**config.mk**
```make
export PLATFORM = sky130hd
export DESIGN_NAME = hs_i2c_regbank
export DESIGN_NICKNAME = d
export VERILOG_FILES = /design/src/rtl/i2cs_pkg.sv /design/src/rtl/i2cs_sync.sv /design/src/rtl/i2cs_datapath.sv /design/src/rtl/i2cs_control.sv /design/src/rtl/hs_i2c_regbank.sv
export SDC_FILE = /design/constraint.sdc
export NUM_CORES = 1
export LEC_CHECK = 0
export BUFFER_PORTS_ARGS = -buffer_cell sky130_fd_sc_hd__buf_2
export CORE_ASPECT_RATIO = 0.9
export CORE_MARGIN = 10
export CORE_UTILIZATION = 45
export CTS_CLUSTER_SIZE = 14
export DETAILED_ROUTE_END_ITERATION = 7
export PLACE_DENSITY = 0.66
export SLEW_MARGIN = 30
export SYNTH_ARGS = -nofsm -noshare
export SYNTH_HDL_FRONTEND = slang
export SYNTH_SLANG_ARGS = --single-unit
```
**constraint.sdc**
```tcl
create_clock -name clk -period 2 [get_ports clk]
set_input_delay 0.3 -clock clk [delete_from_list [all_inputs] [get_ports clk]]
set_output_delay 0.3 -clock clk [all_outputs]
set_load 0.05 [all_outputs]
```
**src/rtl/i2cs_pkg.sv**
```systemverilog
package i2cs_pkg;

  localparam logic [4:0] ADDR_PREFIX = 5'b10010;
  localparam logic [4:0] HS_CODE_TOP = 5'b00001;

  typedef enum logic [2:0] {
    ST_IDLE,
    ST_ADDR,
    ST_ADDR_ACK,
    ST_WR_BYTE,
    ST_WR_ACK,
    ST_RD_BYTE,
    ST_RD_ACK,
    ST_WAIT
  } busState_t;

  // strobes from control to datapath
  typedef struct packed {
    logic shiftIn;
    logic cntClr;
    logic txLoad;
    logic txShift;
    logic ptrLoad;
    logic ptrInc;
    logic regWrite;
    logic hsSet;
    logic hsClr;
  } dpCtrl_t;

endpackage

```
**src/rtl/i2cs_sync.sv**
```systemverilog
module i2cs_sync #(
  parameter int STAGES = 2
) (
  input  logic clk,
  input  logic rstN,
  input  logic sclIn,
  input  logic sdaIn,
  output logic sclLvl,
  output logic sdaLvl,
  output logic sclRise,
  output logic sclFall,
  output logic startDet,
  output logic stopDet
);

  logic [STAGES-1:0] sclPipe, sdaPipe;
  logic sclPrev, sdaPrev;

  always_ff @(posedge clk or negedge rstN) begin
    if (!rstN) begin
      sclPipe <= '1;
      sdaPipe <= '1;
      sclPrev <= 1'b1;
      sdaPrev <= 1'b1;
    end else begin
      sclPipe <= {sclPipe[STAGES-2:0], sclIn};
      sdaPipe <= {sdaPipe[STAGES-2:0], sdaIn};
      sclPrev <= sclPipe[STAGES-1];
      sdaPrev <= sdaPipe[STAGES-1];
    end
  end

  assign sclLvl   = sclPipe[STAGES-1];
  assign sdaLvl   = sdaPipe[STAGES-1];
  assign sclRise  = sclLvl & ~sclPrev;
  assign sclFall  = ~sclLvl & sclPrev;
  assign startDet = sclLvl & sclPrev & sdaPrev & ~sdaLvl;
  assign stopDet  = sclLvl & sclPrev & ~sdaPrev & sdaLvl;

endmodule

```
**src/rtl/i2cs_datapath.sv**
```systemverilog
module i2cs_datapath
  import i2cs_pkg::*;
#(
  parameter int NUM_REGS = 4
) (
  input  logic                  clk,
  input  logic                  rstN,
  input  dpCtrl_t               ctrl,
  input  logic                  sdaLvl,
  output logic [7:0]            rxByte,
  output logic [3:0]            bitCnt,
  output logic                  txBit,
  output logic                  hsMode,
  output logic [7:0]            ptr,
  output logic [NUM_REGS*8-1:0] regFlat
);

  localparam int IDX_W = (NUM_REGS > 1) ? $clog2(NUM_REGS) : 1;

  logic [7:0]       regs [NUM_REGS];
  logic [7:0]       txReg;
  logic             mapped;
  logic [IDX_W-1:0] idx;
  logic [7:0]       rdData;

  assign mapped = ({1'b0, ptr} < 9'(NUM_REGS));
  assign idx    = ptr[IDX_W-1:0];
  assign rdData = mapped ? regs[idx] : 8'hFF;
  assign txBit  = txReg[7];

  always_ff @(posedge clk or negedge rstN) begin
    if (!rstN) begin
      rxByte <= '0;
      bitCnt <= '0;
      txReg  <= 8'hFF;
      ptr    <= '0;
      hsMode <= 1'b0;
      for (int i = 0; i < NUM_REGS; i++) regs[i] <= '0;
    end else begin
      if (ctrl.shiftIn) rxByte <= {rxByte[6:0], sdaLvl};

      if (ctrl.cntClr) bitCnt <= '0;
      else if (ctrl.shiftIn || ctrl.txShift) bitCnt <= bitCnt + 4'd1;

      if (ctrl.txLoad) txReg <= rdData;
      else if (ctrl.txShift) txReg <= {txReg[6:0], 1'b1};

      if (ctrl.ptrLoad) ptr <= rxByte;
      else if (ctrl.ptrInc) ptr <= ptr + 8'd1;

      if (ctrl.regWrite && mapped) regs[idx] <= rxByte;

      if (ctrl.hsClr) hsMode <= 1'b0;
      else if (ctrl.hsSet) hsMode <= 1'b1;
    end
  end

  for (genvar g = 0; g < NUM_REGS; g++) begin : gFlat
    assign regFlat[g*8 +: 8] = regs[g];
  end

endmodule

```
**src/rtl/i2cs_control.sv**
```systemverilog
module i2cs_control
  import i2cs_pkg::*;
(
  input  logic      clk,
  input  logic      rstN,
  input  logic      sclRise,
  input  logic      sclFall,
  input  logic      startDet,
  input  logic      stopDet,
  input  logic      sdaLvl,
  input  logic [7:0] rxByte,
  input  logic [3:0] bitCnt,
  input  logic      txBit,
  input  logic [1:0] strapAddr,
  output dpCtrl_t   ctrl,
  output logic      sdaOe,
  output busState_t stateOut
);

  busState_t state, nxt;
  logic rwRead, rwNxt;
  logic firstData, firstNxt;
  logic ackOk, ackNxt;

  always_ff @(posedge clk or negedge rstN) begin
    if (!rstN) begin
      state     <= ST_IDLE;
      rwRead    <= 1'b0;
      firstData <= 1'b0;
      ackOk     <= 1'b0;
    end else begin
      state     <= nxt;
      rwRead    <= rwNxt;
      firstData <= firstNxt;
      ackOk     <= ackNxt;
    end
  end

  always_comb begin
    nxt      = state;
    ctrl     = '0;
    rwNxt    = rwRead;
    firstNxt = firstData;
    ackNxt   = ackOk;
    if (stopDet) begin
      nxt         = ST_IDLE;
      ctrl.hsClr  = 1'b1;
      ctrl.cntClr = 1'b1;
    end else if (startDet) begin
      nxt         = ST_ADDR;
      ctrl.cntClr = 1'b1;
    end else begin
      unique case (state)
        ST_ADDR: begin
          ctrl.shiftIn = sclRise;
          if (sclFall && bitCnt == 4'd8) begin
            ctrl.cntClr = 1'b1;
            rwNxt       = rxByte[0];
            firstNxt    = 1'b1;
            if (rxByte[7:3] == HS_CODE_TOP) begin
              ctrl.hsSet = 1'b1;
              nxt        = ST_WAIT;
            end else if (rxByte[7:1] == {ADDR_PREFIX, strapAddr}) begin
              nxt = ST_ADDR_ACK;
            end else begin
              nxt = ST_WAIT;
            end
          end
        end
        ST_ADDR_ACK: begin
          if (sclFall) begin
            ctrl.cntClr = 1'b1;
            if (rwRead) begin
              ctrl.txLoad = 1'b1;
              nxt         = ST_RD_BYTE;
            end else begin
              nxt = ST_WR_BYTE;
            end
          end
        end
        ST_WR_BYTE: begin
          ctrl.shiftIn = sclRise;
          if (sclFall && bitCnt == 4'd8) begin
            ctrl.cntClr = 1'b1;
            if (firstData) begin
              ctrl.ptrLoad = 1'b1;
              firstNxt     = 1'b0;
            end else begin
              ctrl.regWrite = 1'b1;
              ctrl.ptrInc   = 1'b1;
            end
            nxt = ST_WR_ACK;
          end
        end
        ST_WR_ACK: begin
          if (sclFall) nxt = ST_WR_BYTE;
        end
        ST_RD_BYTE: begin
          if (sclFall) begin
            if (bitCnt == 4'd7) begin
              ctrl.cntClr = 1'b1;
              ctrl.ptrInc = 1'b1;
              nxt         = ST_RD_ACK;
            end else begin
              ctrl.txShift = 1'b1;
            end
          end
        end
        ST_RD_ACK: begin
          if (sclRise) ackNxt = ~sdaLvl;
          if (sclFall) begin
            if (ackOk) begin
              ctrl.txLoad = 1'b1;
              nxt         = ST_RD_BYTE;
            end else begin
              nxt = ST_WAIT;
            end
          end
        end
        default: ;
      endcase
    end
  end

  always_comb begin
    unique case (state)
      ST_ADDR_ACK, ST_WR_ACK: sdaOe = 1'b1;
      ST_RD_BYTE:             sdaOe = ~txBit;
      default:                sdaOe = 1'b0;
    endcase
  end

  assign stateOut = state;

endmodule

```
**src/rtl/hs_i2c_regbank.sv**
```systemverilog
module hs_i2c_regbank
  import i2cs_pkg::*;
#(
  parameter int NUM_REGS    = 4,
  parameter int SYNC_STAGES = 2
) (
  input  logic                  clk,
  input  logic                  rstN,
  input  logic                  sclIn,
  input  logic                  sdaIn,
  input  logic [1:0]            strapAddr,
  output logic                  sdaOe,
  output logic                  hsMode,
  output logic [NUM_REGS*8-1:0] regFlat
);

  logic sclLvl, sdaLvl, sclRise, sclFall, startDet, stopDet;
  logic [7:0] rxByte, ptr;
  logic [3:0] bitCnt;
  logic txBit;
  dpCtrl_t dpCtrl;
  busState_t ctlState;

  i2cs_sync #(.STAGES(SYNC_STAGES)) uSync (
    .clk(clk), .rstN(rstN), .sclIn(sclIn), .sdaIn(sdaIn),
    .sclLvl(sclLvl), .sdaLvl(sdaLvl), .sclRise(sclRise), .sclFall(sclFall),
    .startDet(startDet), .stopDet(stopDet)
  );

  i2cs_control uCtl (
    .clk(clk), .rstN(rstN), .sclRise(sclRise), .sclFall(sclFall),
    .startDet(startDet), .stopDet(stopDet), .sdaLvl(sdaLvl),
    .rxByte(rxByte), .bitCnt(bitCnt), .txBit(txBit), .strapAddr(strapAddr),
    .ctrl(dpCtrl), .sdaOe(sdaOe), .stateOut(ctlState)
  );

  i2cs_datapath #(.NUM_REGS(NUM_REGS)) uDp (
    .clk(clk), .rstN(rstN), .ctrl(dpCtrl), .sdaLvl(sdaLvl),
    .rxByte(rxByte), .bitCnt(bitCnt), .txBit(txBit), .hsMode(hsMode),
    .ptr(ptr), .regFlat(regFlat)
  );

endmodule

```
==> results by group, run 1 <==
Outcome
  – Outcome: complete, no violations

Floorplanning
  – I/O pin count: 40
  – Die height: 104.5 um
  – Core Footprint: 0.007620 sq mm
  – DIE AREA: about 0.012 sq mm
  – Die span in x: 113.9 um
  – Initial Utilization: 0.4683
  – Num rows: 30

Timing
  – Fin. max-slew vios: 0
  – Max Clk Rate: 0.5202 GHz
  – Crit share post-route: 0.9611
  – Worst setup margin: about 0.078 ns
  – Minimum clock period: approximately 1.9 ns
  – Max transition margin: 0.6436
  – Setup violations, final: 0
  – Final Skew: 0.01062 ns
  – Final Hold Fails: 0
  – Slew @ Worst Pin: 0.5291 ns
  – Post-route setup TNS: 0 ns

Critical path
  – CP required: 1.70 ns
  – WS Path Type: flip-flop to primary output
  – Critical Path AT: 1.62 ns
  – CP Capture Type: primary output
  – CP max FO: 10
  – Startpoint types: flip-flop

Clock tree
  – CTS Buf Count: 9
  – Clock latency on the worst-skew pair: 0.34 ns
  – CTS tree: built
  – TritonCTS Sinks: 73
  – Root Driver: clkbuf_8
  – Longest Clk Path Bufs: 2
  – CTS H-Tree Depth: 3
  – CTS clk-pin slew, worst paths: 0.08 ns

Placed design
  – Placed cell area: a little over 0.004 sq mm
  – DP HPWL: between 5 and 6 mm
  – I/O Buffers: 39
  – Setup WS pre-CTS: 0.03768 ns
  – Gpl congestion: 0.8248
  – Placed cells: ~440

Final layout
  – Fin area: 0.004304 sq mm
  – Fill count: 674
  – Share of cells above drive strength 1: 0.4438
  – Area grow syn2layout: 20.62%
  – Final core occ: 0.5649
  – Post-Layout Cell Count: 461
  – Number of diodes: 0
  – Fin nets: 372

Global routing
  – Wire length of the first global-routing pass: 13.58 mm
  – Grt ovf: 0
  – GR Util All Layers: 0.1412
  – Largest net degree at the start of global routing: 74
  – Antenna violations before repair: 0
  – Vias in the first global route: ~2,600

Yosys
  – Synthesized area: 0.003568 sq mm
  – Ranking of synthesized cells by area: dfrtp_1, mux2_2, dfstp_2
  – Synth Instances: 293
  – Post-synth net total: between 300 and 400
  – Seq/Total Area, Yosys: 0.5168
  – Post-synth top cells: dfrtp_1, mux2_2, nor2_1, nand2_1, dfstp_2
  – Yosys top cell area share: 0.4137
  – Largest area contributor in the netlist: dfrtp_1
  – Number of synthesized flops with an enable pin: 0
  – FFs w/ async S/R, synth: 1.000
  – Syn. warnings: 0
  – Synth Flop Type: dfrtp_1
  – FF+latch count, synth: 73
  – Count of different cell masters after synthesis: between 50 and 60
  – Most common cell in the synthesized netlist: dfrtp_1
  – Synthesized area per cell: 12.18 sq um

Drt
  – Via count: 2,521
  – Detail Route Antenna Nets: 0
  – Initial DRC count: 126
  – Vias per std cell: 5.469
  – Total wire length: 8.358 mm
  – Routed length per placed instance: 18.13 um
  – DRT Pass-1 Iters: 4
  – Drt drc: 0

Power
  – Cell area power density: 906.3 mW/mm^2
  – Leakage: 2.071 nW
  – Peak VDD IR: slightly below 600 uV

Job
  – Max_cap viols: 0

Min path
  – HP Class: input pin to flip-flop
-- cell usage in the layout, fill, tap and decap left out, types with 2 or more instances in the layout --
master,synthesis,final
nor2b_1,2,2
nand3_1,3,3
o21ai_0,11,11
inv_1,6,5
buf_12,0,2
dfrtp_1,59,59
buf_4,1,27
clkbuf_8,0,9
nand3b_1,5,5
a211o_1,2,2
inv_6,0,2
nor2_1,26,26
o22ai_1,2,2
a31oi_1,3,3
nor3_1,2,2
clkinv_4,0,2
and3_1,3,3
ha_1,6,6
nand2_1,17,17
mux4_2,8,8
dfstp_2,14,14
mux2_2,41,41
nand2b_1,3,3
xnor2_1,4,4
nand2_2,3,2
xor2_1,7,7
o2111ai_1,3,3
buf_2,5,38
mux2i_1,8,8
a21oi_1,12,12
nand4_1,3,3
-- registers in the layout, indices dropped and copies added, names as in the netlist --
| register | count |
|---|---|
| uCtl.ackOk | 1 |
| uCtl.firstData | 1 |
| uCtl.rwRead | 1 |
| uCtl.stateOut | 3 |
| uDp.bitCnt | 4 |
| uDp.hsMode | 1 |
| uDp.ptr | 8 |
| uDp.regFlat | 32 |
| uDp.rxByte | 8 |
| uDp.txReg | 8 |
| uSync.sclPipe | 2 |
| uSync.sclPrev | 1 |
| uSync.sdaPipe | 2 |
| uSync.sdaPrev | 1 |
-- layout make-up --
cell class | instances | area, sq um | area share
Sequential cell | 73 | 1844 | 0.4285
Multi-Input combinational cell | 200 | 1654 | 0.3843
Timing Repair Buffer | 70 | 461.7 | 0.1073
Clock buffer | 9 | 123.9 | 0.02878
Tap cell | 96 | 120.1 | 0.02791
Clock inverter | 7 | 77.57 | 0.01802
Inverter | 6 | 22.52 | 0.005233
-- layer usage --
layer / vias up / track usage / routed length [um]
met5: - / 0 / 0
met4: 0 / 0.02952 / 60
met3: 7 / 0.04498 / 395
met2: 55 / 0.2128 / 3916
met1: 1262 / 0.1932 / 3985
li1: 1197 / - / -
-- logic make-up after synthesis --
| group | after synthesis | share of synthesized area |
|---|---|---|
| and+or+nand+nor | 83 | 0.1283 |
| AOI/OAI and AO/OA | 42 | 0.07539 |
| buffers and inverters | 20 | 0.02594 |
| adders and majority gates | 6 | 0.02104 |
| xor gates and xnor gates | 11 | 0.02700 |
| DFF | 73 | 0.5168 |
| muxes | 58 | 0.2055 |
-- report_power, final --
| group | internal, mW | switching, mW |
|---|---|---|
| clock network | 0.587 | 0.581 |
| logic | 0.400 | 0.455 |
| registers | 1.64 | 0.234 |
-- timing repair --
item | CTS | global route
hold buffers | 1 | 0
hold endpoints to repair | 59 | 0
resized for setup | 0 | 6
setup buffers | 0 | 6
setup endpoints to repair | 0 | 33
-- critical path: stages (launching register included) --
cell,delay [ns]
dfrtp_1,0.40
buf_4,0.17
nand2b_1,0.22
nor2_1,0.16
a21o_1,0.10
clkbuf_4,0.22
-- stage by stage --
stage	hold slack, ns	power (mW)
after floorplan	0.004409	2.386
after global placement	0.3463	2.709
after detailed placement	0.3472	2.726
after CTS	0.02573	3.902
after global routing	0.02643	4.116
final	0.04453	3.901
-- worst paths after layout --
check                                             start                            to  cells past startpoint  slack, ns
max                        uCtl.stateOut[0]$_DFFE_PN0P_                         sdaOe                      5       0.08
min                                               sclIn    uSync.sclPipe[0]$_DFF_PN1_                      1       0.04
max reg2reg                   uDp.bitCnt[0]$_DFFE_PN0P_   uDp.regFlat[23]$_DFFE_PN0P_                      8       0.08
min reg2reg                  uSync.sdaPipe[0]$_DFF_PN1_    uSync.sdaPipe[1]$_DFF_PN1_                      0       0.36
max in group asynchronous                          rstN      uDp.txReg[0]$_DFFE_PN1P_                      3       1.15
min in group asynchronous                          rstN  uCtl.stateOut[1]$_DFFE_PN0P_                      3       0.51
No activity file was read; power rests on OpenSTA's default activity.
==> run 2: changes to the inputs <==
CORE_MARGIN = 4   (was 10)
GPL_TIMING_DRIVEN = 0   (was unset)
==> run 2 against run 1 <==
Non-clock buffer count fell by 11. Sequential share of layout area rose by 0.13 points. Total power up 4.9%. Cell area fell by 0.23%. Die area fell by 21%. Clock-buffer cell count unchanged.
==> results by group, run 2 (synthesis gave the netlist of run 1 again) <==
Placed design
  – Gpl congestion: 0.8863
  – I/O Buffers: 39
  – Setup WS pre-CTS: -0.3332 ns
  – DP HPWL: 5.379 mm
  – Placed cell area: 0.003906 sq mm

Critical path
  – CP max FO: 10
  – CP required: 2.23 ns
  – CP Capture Type: flip-flop
  – Startpoint types: flip-flop
  – Critical Path AT: 2.16 ns
  – WS Path Type: flip-flop to flip-flop

Floorplanning
  – Die span in x: just over 100 um
  – Core Footprint: 0.007620 sq mm
  – Initial Utilization: 0.4683
  – DIE AREA: approximately 0.0094 sq mm
  – I/O pin count: 40
  – Num rows: 30
  – Die height: 92.48 um

Global routing
  – Grt ovf: 0
  – Met1 usage: 0.2451
  – Wire length of the first global-routing pass: 12.97 mm
  – Antenna violations before repair: 0
  – Most used routing layer: met2
  – Met3 GRT Util: 0.06702
  – Vias in the first global route: 2,519
  – Largest net degree at the start of global routing: 38
  – Routing usage on met2: 0.2712
  – GR Util All Layers: 0.1789

Final layout
  – Number of diodes: 0
  – Fin nets: 361
  – Share of cells above drive strength 1: 0.4322
  – Area grow syn2layout: 20.34%
  – Fin area: about 0.0043 sq mm
  – Final core occ: 0.5635
  – Max FFs per register: 32
  – Fill count: 672
  – Commonest non-fill, non-tap cell in the layout: dfrtp_1
  – Most frequent cells in the layout: dfrtp_1, mux2_2, buf_2, nor2_1, nand2_1

Power
  – Combinational Power Share: 0.208
  – Sw frac: 0.3098
  – Leakage: between 2 and 2.5 nW
  – Int Pwr: 2.823 mW
  – Register share of total power: 0.441
  – Clock share of power: 0.351
  – Switch Pwr: around 1.3 mW
  – Cell area power density: 952.6 mW/mm^2
  – Peak VDD IR: ~610 uV

Min path
  – HP Class: input pin to flip-flop

Clock tree
  – Longest Clk Path Bufs: 2
  – Root Driver: clkbuf_8
  – CTS Buf Count: 9
  – CTS H-Tree Depth: 3
  – CTS tree: built
  – Clock latency on the worst-skew pair: 0.35 ns
  – CTS clk-pin slew, worst paths: roughly 0.090 ns
  – TritonCTS Sinks: 73

Outcome
  – Outcome: complete, no violations

Drt
  – Drt drc: 0
  – Detail Route Antenna Nets: 0
  – Vias per std cell: 5.522
  – Total wire length: 7.856 mm
  – Initial DRC count: 156
  – Via count: around 2,500
  – Routed length per placed instance: 17.46 um
  – DRT Pass-1 Iters: 4

Timing
  – Hold Slack: approximately 0.037 ns
  – Slew @ Worst Pin: 0.4831 ns
  – Max Clk Rate: 0.5204 GHz
  – Final Skew: between 0.01 and 0.015 ns
  – Setup violations, final: 0
  – Max transition margin: 0.6779
  – Worst setup margin: approximately 0.078 ns
  – Final Hold Fails: 0
  – Post-route setup TNS: 0 ns
  – Fin. max-slew vios: 0
  – Crit share post-route: 0.9608
  – Minimum clock period: roughly 1.9 ns

Job
  – Max_cap viols: 0
run 2: cell count changes in the layout (fill, tap and decap cells not counted), moves of 2 or more:
cell       delta
buf_1         +3
buf_2         +2
buf_4        -22
bufinv_16     +2
clkbuf_1      +3
clkinv_4      -2
nand2_1       -2
nand2_4       +2
nor2_1        -2
nor2_2        +2
o21ai_0       -2
o21ai_1       +2
run 2: power by group through the flow:
stage / clock network (mW) / registers [mW] / logic, mW
finish: 1.44 / 1.80 / 0.851
global route: 1.53 / 1.83 / 0.940
CTS: 1.46 / 1.80 / 0.818
detailed placement: 0 / 1.83 / 0.810
global placement: 0 / 1.82 / 0.792
floorplan: 0 / 1.77 / 0.616
run 2: what timing repair did:
action / CTS / global route
buffers inserted: 2 / 2
hold endpoints to repair: 28 / 0
hold buffers: 1 / 0
setup endpoints to repair: 32 / 61
resized for setup: 6 / 21
pin swaps: 2 / 1
run 2: cell type report:
type / count / area (sq um) / share of cell area
inverter: 6 / 22.52 / 0.005245
sequential: 73 / 1846 / 0.4298
clock buffer: 9 / 123.9 / 0.02885
clock inverter: 7 / 123.9 / 0.02885
multi-input combinational: 200 / 1705 / 0.3971
tap: 96 / 120.1 / 0.02797
timing repair buffer: 45 / 276.5 / 0.06439
buffer: 14 / 76.32 / 0.01777
run 2: path summary, 6_finish.rpt:
path	from	to	slack (ns)	cells past startpoint
setup / recovery	uDp.ptr[0]$_DFFE_PN0P_	uDp.regFlat[23]$_DFFE_PN0P_	0.08	7
hold / removal	sclIn	uSync.sclPipe[0]$_DFF_PN1_	0.04	1
setup reg to reg	uDp.ptr[0]$_DFFE_PN0P_	uDp.regFlat[23]$_DFFE_PN0P_	0.08	7
hold reg to reg	uSync.sdaPipe[0]$_DFF_PN1_	uSync.sdaPipe[1]$_DFF_PN1_	0.36	0
max in group asynchronous	rstN	uSync.sdaPipe[0]$_DFF_PN1_	0.93	3
min in group asynchronous	rstN	uCtl.ackOk$_DFFE_PN0P_	0.44	2
run 2: per-stage QoR:
stage | power (mW) | std cells
after global routing | 4.303 | 450
after detailed placement | 2.638 | 429
after CTS | 4.081 | 448
after global placement | 2.614 | 428
after floorplan | 2.386 | 293
final | 4.090 | 450
run 2: routing by layer:
metal	share of wire	wire, um	vias up
li1	-	-	1168
met1	0.44	3443	1238
met2	0.48	3770	71
met3	0.073	571	8
met4	0.0090	71	0
met5	0	0	-
run 2: worst max-delay path, cell delays in order, from the launching register on:
cell and delay [ns]:
dfrtp_2 0.46, buf_4 0.21, inv_1 0.09, ha_1 0.14, nand3b_1 0.13, nor3_4 0.27, buf_12 0.16, mux2_2 0.33
